### config.mk
export PLATFORM = sky130hd
export DESIGN_NAME = vg_vecaddr_top
export DESIGN_NICKNAME = d
export VERILOG_FILES = /design/src/rtl/vg_vecaddr_pkg.sv /design/src/rtl/vg_prio_enc.sv /design/src/rtl/vg_regfile.sv /design/src/rtl/vg_addr_calc.sv /design/src/rtl/vg_vecaddr_top.sv
export SDC_FILE = /design/constraint.sdc
export NUM_CORES = 1
export LEC_CHECK = 0
export BUFFER_PORTS_ARGS = -buffer_cell sky130_fd_sc_hd__buf_2
export CELL_PAD_IN_SITES_DETAIL_PLACEMENT = 1
export CELL_PAD_IN_SITES_GLOBAL_PLACEMENT = 1
export CORE_MARGIN = 1
export CORE_UTILIZATION = 41
export DETAILED_ROUTE_END_ITERATION = 12
export HOLD_SLACK_MARGIN = 0.08
export PLACE_DENSITY = 0.95
export SKIP_CTS_REPAIR_TIMING = 1
export SYNTH_ARGS = -nofsm -noshare
export SYNTH_HDL_FRONTEND = slang
export SYNTH_HIERARCHICAL = 1
export SYNTH_SLANG_ARGS = --single-unit
### constraint.sdc
create_clock -name clk -period 11.41 [get_ports clk]
set_input_delay 0 -clock clk [delete_from_list [all_inputs] [get_ports clk]]
set_output_delay 0 -clock clk [all_outputs]
set_load 0.05 [all_outputs]
### src/rtl/vg_vecaddr_pkg.sv
package vg_vecaddr_pkg;

   localparam int unsigned REG_OFS_BASE = 0;
   localparam int unsigned REG_OFS_CTRL = 1;

   typedef enum logic [1:0] {
      SEL_BASE = 2'd0,
      SEL_CTRL = 2'd1,
      SEL_NONE = 2'd2
   } vg_rsel_e;

endpackage

### src/rtl/vg_prio_enc.sv
module vg_prio_enc #(
   parameter int unsigned N     = 32,
   parameter int unsigned IDX_W = (N > 1) ? $clog2(N) : 1
) (
   input  logic [N-1:0]     req,
   output logic             any,
   output logic [IDX_W-1:0] idx
);

   if (N < 1) begin : g_bad_n
      $error("vg_prio_enc: N must be at least 1");
   end
   if ((1 << IDX_W) < N) begin : g_bad_w
      $error("vg_prio_enc: IDX_W too narrow for N");
   end

   always_comb begin
      idx = '0;
      for (int i = N - 1; i >= 0; i--) begin
         if (req[i]) idx = i[IDX_W-1:0];
      end
      any = |req;
   end

endmodule

### src/rtl/vg_regfile.sv
module vg_regfile #(
   parameter int unsigned DATA_W  = 32,
   parameter int unsigned SHIFT_W = 3,
   parameter int unsigned ADDR_W  = 2
) (
   input  logic               clk,
   input  logic               rst_n,
   input  logic               wr_en,
   input  logic [ADDR_W-1:0]  wr_addr,
   input  logic [DATA_W-1:0]  wr_data,
   output logic [DATA_W-1:0]  base_q,
   output logic [SHIFT_W-1:0] shift_q
);
   import vg_vecaddr_pkg::*;

   if (SHIFT_W > DATA_W) begin : g_bad_shift
      $error("vg_regfile: SHIFT_W exceeds DATA_W");
   end

   logic hit_base;
   logic hit_ctrl;

   always_comb begin
      hit_base = wr_en && (wr_addr == ADDR_W'(REG_OFS_BASE));
      hit_ctrl = wr_en && (wr_addr == ADDR_W'(REG_OFS_CTRL));
   end

   always_ff @(posedge clk) begin
      if (!rst_n) begin
         base_q  <= '0;
         shift_q <= '0;
      end else begin
         if (hit_base) base_q  <= wr_data;
         if (hit_ctrl) shift_q <= wr_data[SHIFT_W-1:0];
      end
   end

endmodule

### src/rtl/vg_addr_calc.sv
module vg_addr_calc #(
   parameter int unsigned DATA_W  = 32,
   parameter int unsigned IDX_W   = 6,
   parameter int unsigned SHIFT_W = 3
) (
   input  logic [DATA_W-1:0]  base,
   input  logic [IDX_W-1:0]   idx,
   input  logic               any,
   input  logic [SHIFT_W-1:0] shift,
   output logic [DATA_W-1:0]  vec_addr
);

   localparam int unsigned MAX_SHIFT = (1 << SHIFT_W) - 1;

   if (IDX_W + MAX_SHIFT > 2 * DATA_W) begin : g_bad_span
      $error("vg_addr_calc: shifted index far wider than data path");
   end

   logic [DATA_W-1:0] idx_ext;
   logic [DATA_W-1:0] offset;

   always_comb begin
      idx_ext  = any ? DATA_W'(idx) : '0;
      offset   = idx_ext << shift;
      vec_addr = base + offset;
   end

endmodule

### src/rtl/vg_vecaddr_top.sv
module vg_vecaddr_top #(
   parameter int unsigned DATA_W    = 32,
   parameter int unsigned WORD_W    = 32,
   parameter int unsigned NUM_WORDS = 2,
   parameter int unsigned SHIFT_W   = 3,
   parameter int unsigned ADDR_W    = 2,
   parameter bit          SPLIT_ENC = 1'b1
) (
   input  logic                              clk,
   input  logic                              rst_n,
   input  logic [ADDR_W-1:0]                 bus_addr,
   input  logic                              bus_wr,
   input  logic [DATA_W-1:0]                 bus_wdata,
   input  logic                              bus_rd,
   output logic [DATA_W-1:0]                 bus_rdata,
   output logic                              bus_rvalid,
   input  logic [NUM_WORDS-1:0][WORD_W-1:0]  stat_word
);
   import vg_vecaddr_pkg::*;

   localparam int unsigned FLAG_N  = NUM_WORDS * WORD_W;
   localparam int unsigned IDX_W   = (FLAG_N > 1) ? $clog2(FLAG_N) : 1;
   localparam int unsigned WIDX_W  = (WORD_W > 1) ? $clog2(WORD_W) : 1;
   localparam int unsigned WSEL_W  = (NUM_WORDS > 1) ? $clog2(NUM_WORDS) : 1;

   if (NUM_WORDS < 1 || WORD_W < 1) begin : g_bad_geom
      $error("vg_vecaddr_top: empty flag space");
   end
   if (ADDR_W < 2) begin : g_bad_addr
      $error("vg_vecaddr_top: ADDR_W must cover two registers");
   end
   if (SHIFT_W < 1 || SHIFT_W > DATA_W) begin : g_bad_shift
      $error("vg_vecaddr_top: SHIFT_W out of range");
   end

   logic [DATA_W-1:0]  base_q;
   logic [SHIFT_W-1:0] shift_q;
   logic               win_any;
   logic [IDX_W-1:0]   win_idx;
   logic [DATA_W-1:0]  vec_addr;

   vg_regfile #(
      .DATA_W  (DATA_W),
      .SHIFT_W (SHIFT_W),
      .ADDR_W  (ADDR_W)
   ) u_regs (
      .clk     (clk),
      .rst_n   (rst_n),
      .wr_en   (bus_wr),
      .wr_addr (bus_addr),
      .wr_data (bus_wdata),
      .base_q  (base_q),
      .shift_q (shift_q)
   );

   if (SPLIT_ENC && NUM_WORDS > 1) begin : g_split
      logic [NUM_WORDS-1:0]             w_any;
      logic [NUM_WORDS-1:0][WIDX_W-1:0] w_idx;

      for (genvar k = 0; k < NUM_WORDS; k++) begin : g_word
         vg_prio_enc #(
            .N     (WORD_W),
            .IDX_W (WIDX_W)
         ) u_enc (
            .req (stat_word[k]),
            .any (w_any[k]),
            .idx (w_idx[k])
         );
      end

      logic [WSEL_W-1:0] wsel;
      always_comb begin
         wsel = '0;
         for (int k = NUM_WORDS - 1; k >= 0; k--) begin
            if (w_any[k]) wsel = k[WSEL_W-1:0];
         end
         win_any = |w_any;
         win_idx = IDX_W'(wsel) * IDX_W'(WORD_W) + IDX_W'(w_idx[wsel]);
      end
   end else begin : g_flat
      vg_prio_enc #(
         .N     (FLAG_N),
         .IDX_W (IDX_W)
      ) u_enc (
         .req (stat_word),
         .any (win_any),
         .idx (win_idx)
      );
   end

   vg_addr_calc #(
      .DATA_W  (DATA_W),
      .IDX_W   (IDX_W),
      .SHIFT_W (SHIFT_W)
   ) u_calc (
      .base     (base_q),
      .idx      (win_idx),
      .any      (win_any),
      .shift    (shift_q),
      .vec_addr (vec_addr)
   );

   vg_rsel_e          rsel;
   logic [DATA_W-1:0] rd_mux;

   always_comb begin
      if (bus_addr == ADDR_W'(REG_OFS_BASE))      rsel = SEL_BASE;
      else if (bus_addr == ADDR_W'(REG_OFS_CTRL)) rsel = SEL_CTRL;
      else                                        rsel = SEL_NONE;

      unique case (rsel)
         SEL_BASE: rd_mux = vec_addr;
         SEL_CTRL: rd_mux = DATA_W'(shift_q);
         default:  rd_mux = '0;
      endcase
   end

   always_ff @(posedge clk) begin
      if (!rst_n) begin
         bus_rdata  <= '0;
         bus_rvalid <= 1'b0;
      end else begin
         bus_rvalid <= bus_rd;
         if (bus_rd) bus_rdata <= rd_mux;
      end
   end

endmodule

==> results of run 1 <==
## final timing paths
kind / startpoint / to / slack, ns / cells after the start
min reg2reg: bus_rdata[0] / bus_rdata[0] / 0.48 / 1
max: stat_word[27] / bus_rdata[21] / 6.36 / 20
max reg2reg: u_regs/shift_q[0] / bus_rdata[21] / 7.22 / 13
min: bus_addr[0] / u_regs/base_q[1] / 0.08 / 3
## metal layers
layer | vias up | track usage [%] | wire length [microns]
met5 | - | 0 | 0
met4 | 0 | 10.4 | 627
met3 | 57 | 3.87 | 1120
met2 | 254 | 50.1 | 9300
met1 | 2457 | 31.6 | 6960
li1 | 2325 | - | -
## final cells by class
cell class | count | area (sq um) | area share [%]
inverters | 17 | 63.8 | 1.09
clock buffers | 11 | 151 | 2.58
flip-flops and latches | 68 | 1360 | 23.2
well taps | 140 | 175 | 2.99
repair buffers | 171 | 1030 | 17.6
clock inverters | 5 | 106 | 1.81
multi-input cells | 438 | 2980 | 50.7
## cell usage after synthesis, drive strengths merged (5+ instances only)
| library cell | instances | area (sq um) |
|---|---|---|
| xnor2 | 12 | 105 |
| mux2 | 9 | 101 |
| nor3 | 20 | 120 |
| nor3b | 7 | 57.6 |
| nor4 | 16 | 100 |
| a21oi | 23 | 115 |
| and2 | 8 | 50.1 |
| xor2 | 17 | 149 |
| nand4 | 8 | 50.1 |
| mux2i | 39 | 390 |
| or4 | 9 | 82.6 |
| o31ai | 10 | 75.1 |
| nand3 | 14 | 70.1 |
| inv | 16 | 60.1 |
| ha | 13 | 163 |
| dfxtp | 68 | 1360 |
| o21ai | 16 | 83.8 |
| nand2 | 90 | 338 |
| a21o | 9 | 67.6 |
| nor2 | 39 | 146 |
| nor2b | 5 | 31.3 |
| clkbuf | 8 | 30.0 |
| buf | 18 | 154 |
| a22o | 29 | 254 |
## critical path, cell delays in order
cell and delay [ns]:
buf_2 0.11, nor4_1 0.35, nand3_1 0.17, nor3_2 0.25
nand4_1 0.14, nor2b_1 0.46, mux2_2 0.40, mux2_2 0.28
nor2_1 0.13, nor3_1 0.07, a31o_2 0.22, and2_1 0.15
ha_1 0.38, a21oi_1 0.33, o21ai_2 0.14, o221a_4 0.29
o41ai_4 0.70, nor3_1 0.23, xor2_1 0.22, a22o_1 0.25
## cells in the final DEF, fill, tap and decap left out, drive strengths merged, types with 3 or more instances in the layout
cell type and count:
a211oi 4, a31oi 3, a22o 29, nor2 39
nand2 90, and3 3, xnor2 12, nor3b 7
xor2 17, buf 137, o21ai 16, nand3 14
ha 13, a21oi 23, nor2b 5, o2bb2ai 3
a21o 9, clkbuf 11, inv 17, dlygate4sd3 34
bufinv 3, nor3 20, nand4 8, nor4 16
dfxtp 68, and2 8, or4 9, mux2i 39
mux2 9, a2111oi 4, o31ai 10, and4 4
## registers in the layout (all words and copies together) (netlist names)
name,cells
bus_rdata,32
bus_rvalid,1
u_regs/base_q,32
u_regs/shift_q,3
## cell families after synthesis
| kind of cell | count (synthesis) | synth area share, % |
|---|---|---|
| AND/OR/NAND/NOR | 228 | 25.0 |
| AO/OA/AOI/OAI | 119 | 19.6 |
| flip-flops | 68 | 29.7 |
| multiplexers | 48 | 10.7 |
| buffers and inverters | 43 | 5.41 |
| XOR/XNOR | 29 | 5.55 |
| adder cells (fa/ha/maj) | 14 | 3.99 |
## power groups by stage
stage / combinational [W] / clock, W / sequential (W)
2_1_floorplan: 0.0000415 / 0 / 0.000255
3_3_place_gp: 0.0000732 / 0 / 0.000254
3_5_place_dp: 0.0000780 / 0 / 0.000255
4_1_cts: 0.0000795 / 0.000261 / 0.000249
5_1_grt: 0.0000984 / 0.000279 / 0.000250
6_report: 0.0000915 / 0.000267 / 0.000250
## per-stage QoR
stage	instance area [sq um]	std cells	hold slack [ns]	total power (W)	setup WS [ns]
5_1_grt	5870	850	0.0809	0.000628	6.19
3_5_place_dp	5270	800	0.259	0.000332	6.30
3_3_place_gp	5270	800	0.248	0.000327	6.57
6_report	5870	850	0.0823	0.000608	6.36
2_1_floorplan	4580	549	0.122	0.000296	7.05
4_1_cts	5530	816	-0.108	0.000590	6.47
==> flow_summary.ini, run 1 <==
[placed_design]
gp_routability_congestion = 0.873
hpwl_microns = 11100
numPortBuffers = 134

[clock_tree]
clk_latency_ns = 0.37
cts_buffers = 9
ctsLongestPathBuffers = 2
clock_sinks = 68
cts_tree = built
clk_pin_slew_ns = 0.08
htreeDepth = 3
cts_root_buffer = clkbuf_8

[logic_synthesis]
ys_ff_latch = 68
syn_nets = 665
syn_area_per_cell_sq_um = 8.34
ys_types = 59
ys_async_sr_fraction_pct = 0
synth_ff_type = dfxtp_1
synth_edf_count = 0
synthCells = 549
yosys_warnings = 6
syn-cell-area_sq_um = 4580
ys_seq_area_share_pct = 29.7

[route]
via_count = 5093
ant_nets = 0
drc = 0
wirelength_microns = 18000
dr.pass1.iters = 4
initialDrtViolationCount = 401
wl_per_cell_microns = 21.2
vias_per_cell = 5.99

[sta]
grt_setup_unrepaired = false
fin_tns_setup_ns = 0
slew_headroom_pct = 48.5
period_share_pct = 44.3
drv_slew = 0
setup_viol = 0
skew_ns = 0.0175
worstMarginPinSlew_ns = 0.770
min_period_ns = 5.05
max_freq_mhz = 198
hold_viol_final = 0

[final_layout]
final_core_util_pct = 54.1
syn_to_final_growth_pct = 28.2
fillCellCount = 1338
fin_nets = 821
drive_gt1_share_pct = 25.5
diodes = 0

[run_status]
status = complete, no violations

[power]
p_leak_nw = 2.67
p_int_w = 0.000441
powerDensity_nw_per_um2 = 104
vdd_drop_max_uv = 107
sw_frac_of_total_pct = 27.5
power_frac_clock_pct = 43.9
seqPwrFrac_pct = 41.1
p_sw_w = 0.000167
p_comb_share_pct = 15.0

[floorplanning]
fp.dieW_microns = 108
coreArea_sq_um = 10800
die-height_microns = 108
start_util_pct = 42.2
pin_count = 135
row_count = 38
dieArea_sq_um = 11600

[run]
maxCapViolations = 0

[grt]
antenna_found_initial = 0
grt_max_degree = 72
grt.overflow.total = 0
grt_pass1_wl_microns = 24900
grt_use_total_pct = 27.2
grt_pass1_vias = 4998

[critical_path]
arrival_ns = 5.30
path_class = in -> reg
endpoint_kind = register
cp_max_fo = 10
startpoint_type = primary input
cp_data_required_time_ns = 11.66

[min_path]
hold_class = in -> reg
No activity file was read; power rests on OpenSTA's default activity.
==> run 2: changes to the inputs <==
--- a/config.mk
+++ b/config.mk
@@ -9,10 +9,10 @@
 export CELL_PAD_IN_SITES_DETAIL_PLACEMENT = 1
 export CELL_PAD_IN_SITES_GLOBAL_PLACEMENT = 1
 export CORE_MARGIN = 1
-export CORE_UTILIZATION = 41
+export CORE_UTILIZATION = 34
 export DETAILED_ROUTE_END_ITERATION = 12
 export HOLD_SLACK_MARGIN = 0.08
-export PLACE_DENSITY = 0.95
+export PLACE_DENSITY = 0.87
 export SKIP_CTS_REPAIR_TIMING = 1
 export SYNTH_ARGS = -nofsm -noshare
 export SYNTH_HDL_FRONTEND = slang
==> constraint.sdc (replaced) <==
create_clock -name clk -period 4.3 [get_ports clk]
set_input_delay 0 -clock clk [delete_from_list [all_inputs] [get_ports clk]]
set_output_delay 0 -clock clk [all_outputs]
set_load 0.05 [all_outputs]
==> flow_summary.ini, run 2 (synthesis results as in run 1) <==
[run_status]
status = complete, no violations

[final_layout]
diodes = 0
design_area_sq_um = 6590
final_common_cell = buf_2
largestRegisters = bus_rdata: 32 flops, u_regs/base_q: 32 flops, u_regs/shift_q: 3 flops
fin_nets = 892
final_core_util_pct = 50.0
syn_to_final_growth_pct = 44.0
layout_common_cells = 134 x buf_2, 90 x nand2_1, 74 x buf_4
drive_gt1_share_pct = 33.8
fillCellCount = 1592

[power]
powerDensity_nw_per_um2 = 269
total_power_w = 0.00177
p_leak_nw = 3.07
vdd_drop_max_uv = 179

[critical_path]
cpMaxStageDelayCell = or4_4
endpoint_kind = register
cp_data_required_time_ns = 4.53
arrival_ns = 4.40
path_cells = buf_2, or4_4, nor3_4, nand4_1, nor2b_1, buf_4, mux2_2, mux2_2, nor2_2, nor3_1, a31o_2, and2_1, ha_4, o211ai_1, o21ai_2, o221a_4, o41ai_4, or4_4, xnor2_1, a22o_1
reg2reg_from = u_regs/shift_q[0]
r2r.worst_path.cells = 13
reg2reg_setup_slack_ns = 0.76
cp_max_fo = 6
cp-startpoint = stat_word[23]
timing.rr.end = bus_rdata[31]
path_class = in -> reg
startpoint_type = primary input
slowest_delay_ns = 0.55

[sta]
whs_ns = 0.0783
fin_tns_setup_ns = 0
worstMarginPinSlew_ns = 1.21
slew_headroom_pct = 19.4
min_period_ns = 4.18
max_freq_mhz = 239
hold_viol_final = 0
setup_viol = 0
drv_slew = 0
skew_ns = 0.00746
period_share_pct = 97.1

[floorplanning]
pin_count = 135
coreArea_sq_um = 13200
fp.dieW_microns = 118
dieArea_sq_um = 13900
start_util_pct = 34.7
die-height_microns = 118
row_count = 42

[clock_tree]
clock_sinks = 68
cts_buffers = 9
clk_pin_slew_ns = 0.06
cts_root_buffer = clkbuf_16
cts_tree = built
htreeDepth = 3
ctsLongestPathBuffers = 2
clk_latency_ns = 0.34

[grt]
grt_use_met3_pct = 4.12
grt_pass1_vias = 5319
gr-usage-met2_pct = 42.9
grtUsageMet1_pct = 27.3
grt_use_total_pct = 23.7
antenna_found_initial = 0
grt_max_degree = 72
grt.busiest_layer = met2
grt_pass1_wl_microns = 26600
grt.overflow.total = 0

[route]
dr.pass1.iters = 5
vias_per_cell = 5.55
via_count = 5310
drc = 0
ant_nets = 0
initialDrtViolationCount = 361
wl_per_cell_microns = 19.4
wirelength_microns = 18500

[placed_design]
gp_routability_congestion = 0.832
hpwl_microns = 11900
numPortBuffers = 134
place_area_sq_um = 5850

[min_path]
min_to = bus_rdata[2]
hold_start = bus_addr[1]
hold_depth = 3
hold_class = in -> reg

[run]
maxCapViolations = 0
[run 2: cell types whose count changed in the layout (fill, tap and decap cells not counted), sizes merged]
cell         before  now
buf             137  209
bufinv            3    2
clkinv            1    3
dlygate4sd3      34   33
inv              17   16
[run 2: cell type report]
class                      instances  area, sq um  area share, %
timing repair buffer             242         1570           23.8
sequential                        68         1360           20.7
clock buffer                      11          243           3.68
clock inverter                     5         85.1           1.29
inverter                          17         63.8          0.968
tap                              176          220           3.34
multi-input combinational        438         3050           46.3
[run 2: through the flow]
stage | cells | setup WS [ns]
floorplan | 549 | 0.0279
global placement | 907 | -0.174
detailed placement | 907 | -0.308
CTS | 923 | -0.112
global route | 957 | -0.0350
finish | 957 | 0.123
[run 2: worst max path at each step]
stage                    end  cells past startpoint
2_1_floorplan  bus_rdata[31]                     19
3_3_place_gp   bus_rdata[31]                     21
3_5_place_dp   bus_rdata[31]                     21
4_1_cts        bus_rdata[31]                     21
5_1_grt        bus_rdata[19]                     23
6_report       bus_rdata[31]                     20
[run 2: where the power goes]
| group | total (W) | internal [W] | switching (W) |
|---|---|---|---|
| Sequential | 0.000663 | 0.000644 | 0.0000190 |
| Combinational | 0.000278 | 0.000134 | 0.000144 |
| Clock | 0.000830 | 0.000526 | 0.000304 |
[run 2: critical path: cells and delay by family]
family,cells,cell delay [ns]
AND/OR/NAND/NOR,8,1.90
AO/OA/AOI/OAI,6,1.14
multiplexers,2,0.63
adder cells (fa/ha/maj),1,0.30
buffers and inverters,2,0.27
XOR/XNOR,1,0.15
[run 2: per-layer routing]
| layer | up-vias | routed length [microns] |
|---|---|---|
| li1 | 2467 | - |
| met1 | 2555 | 7410 |
| met2 | 224 | 9440 |
| met3 | 64 | 885 |
| met4 | 0 | 786 |
| met5 | - | 0 |
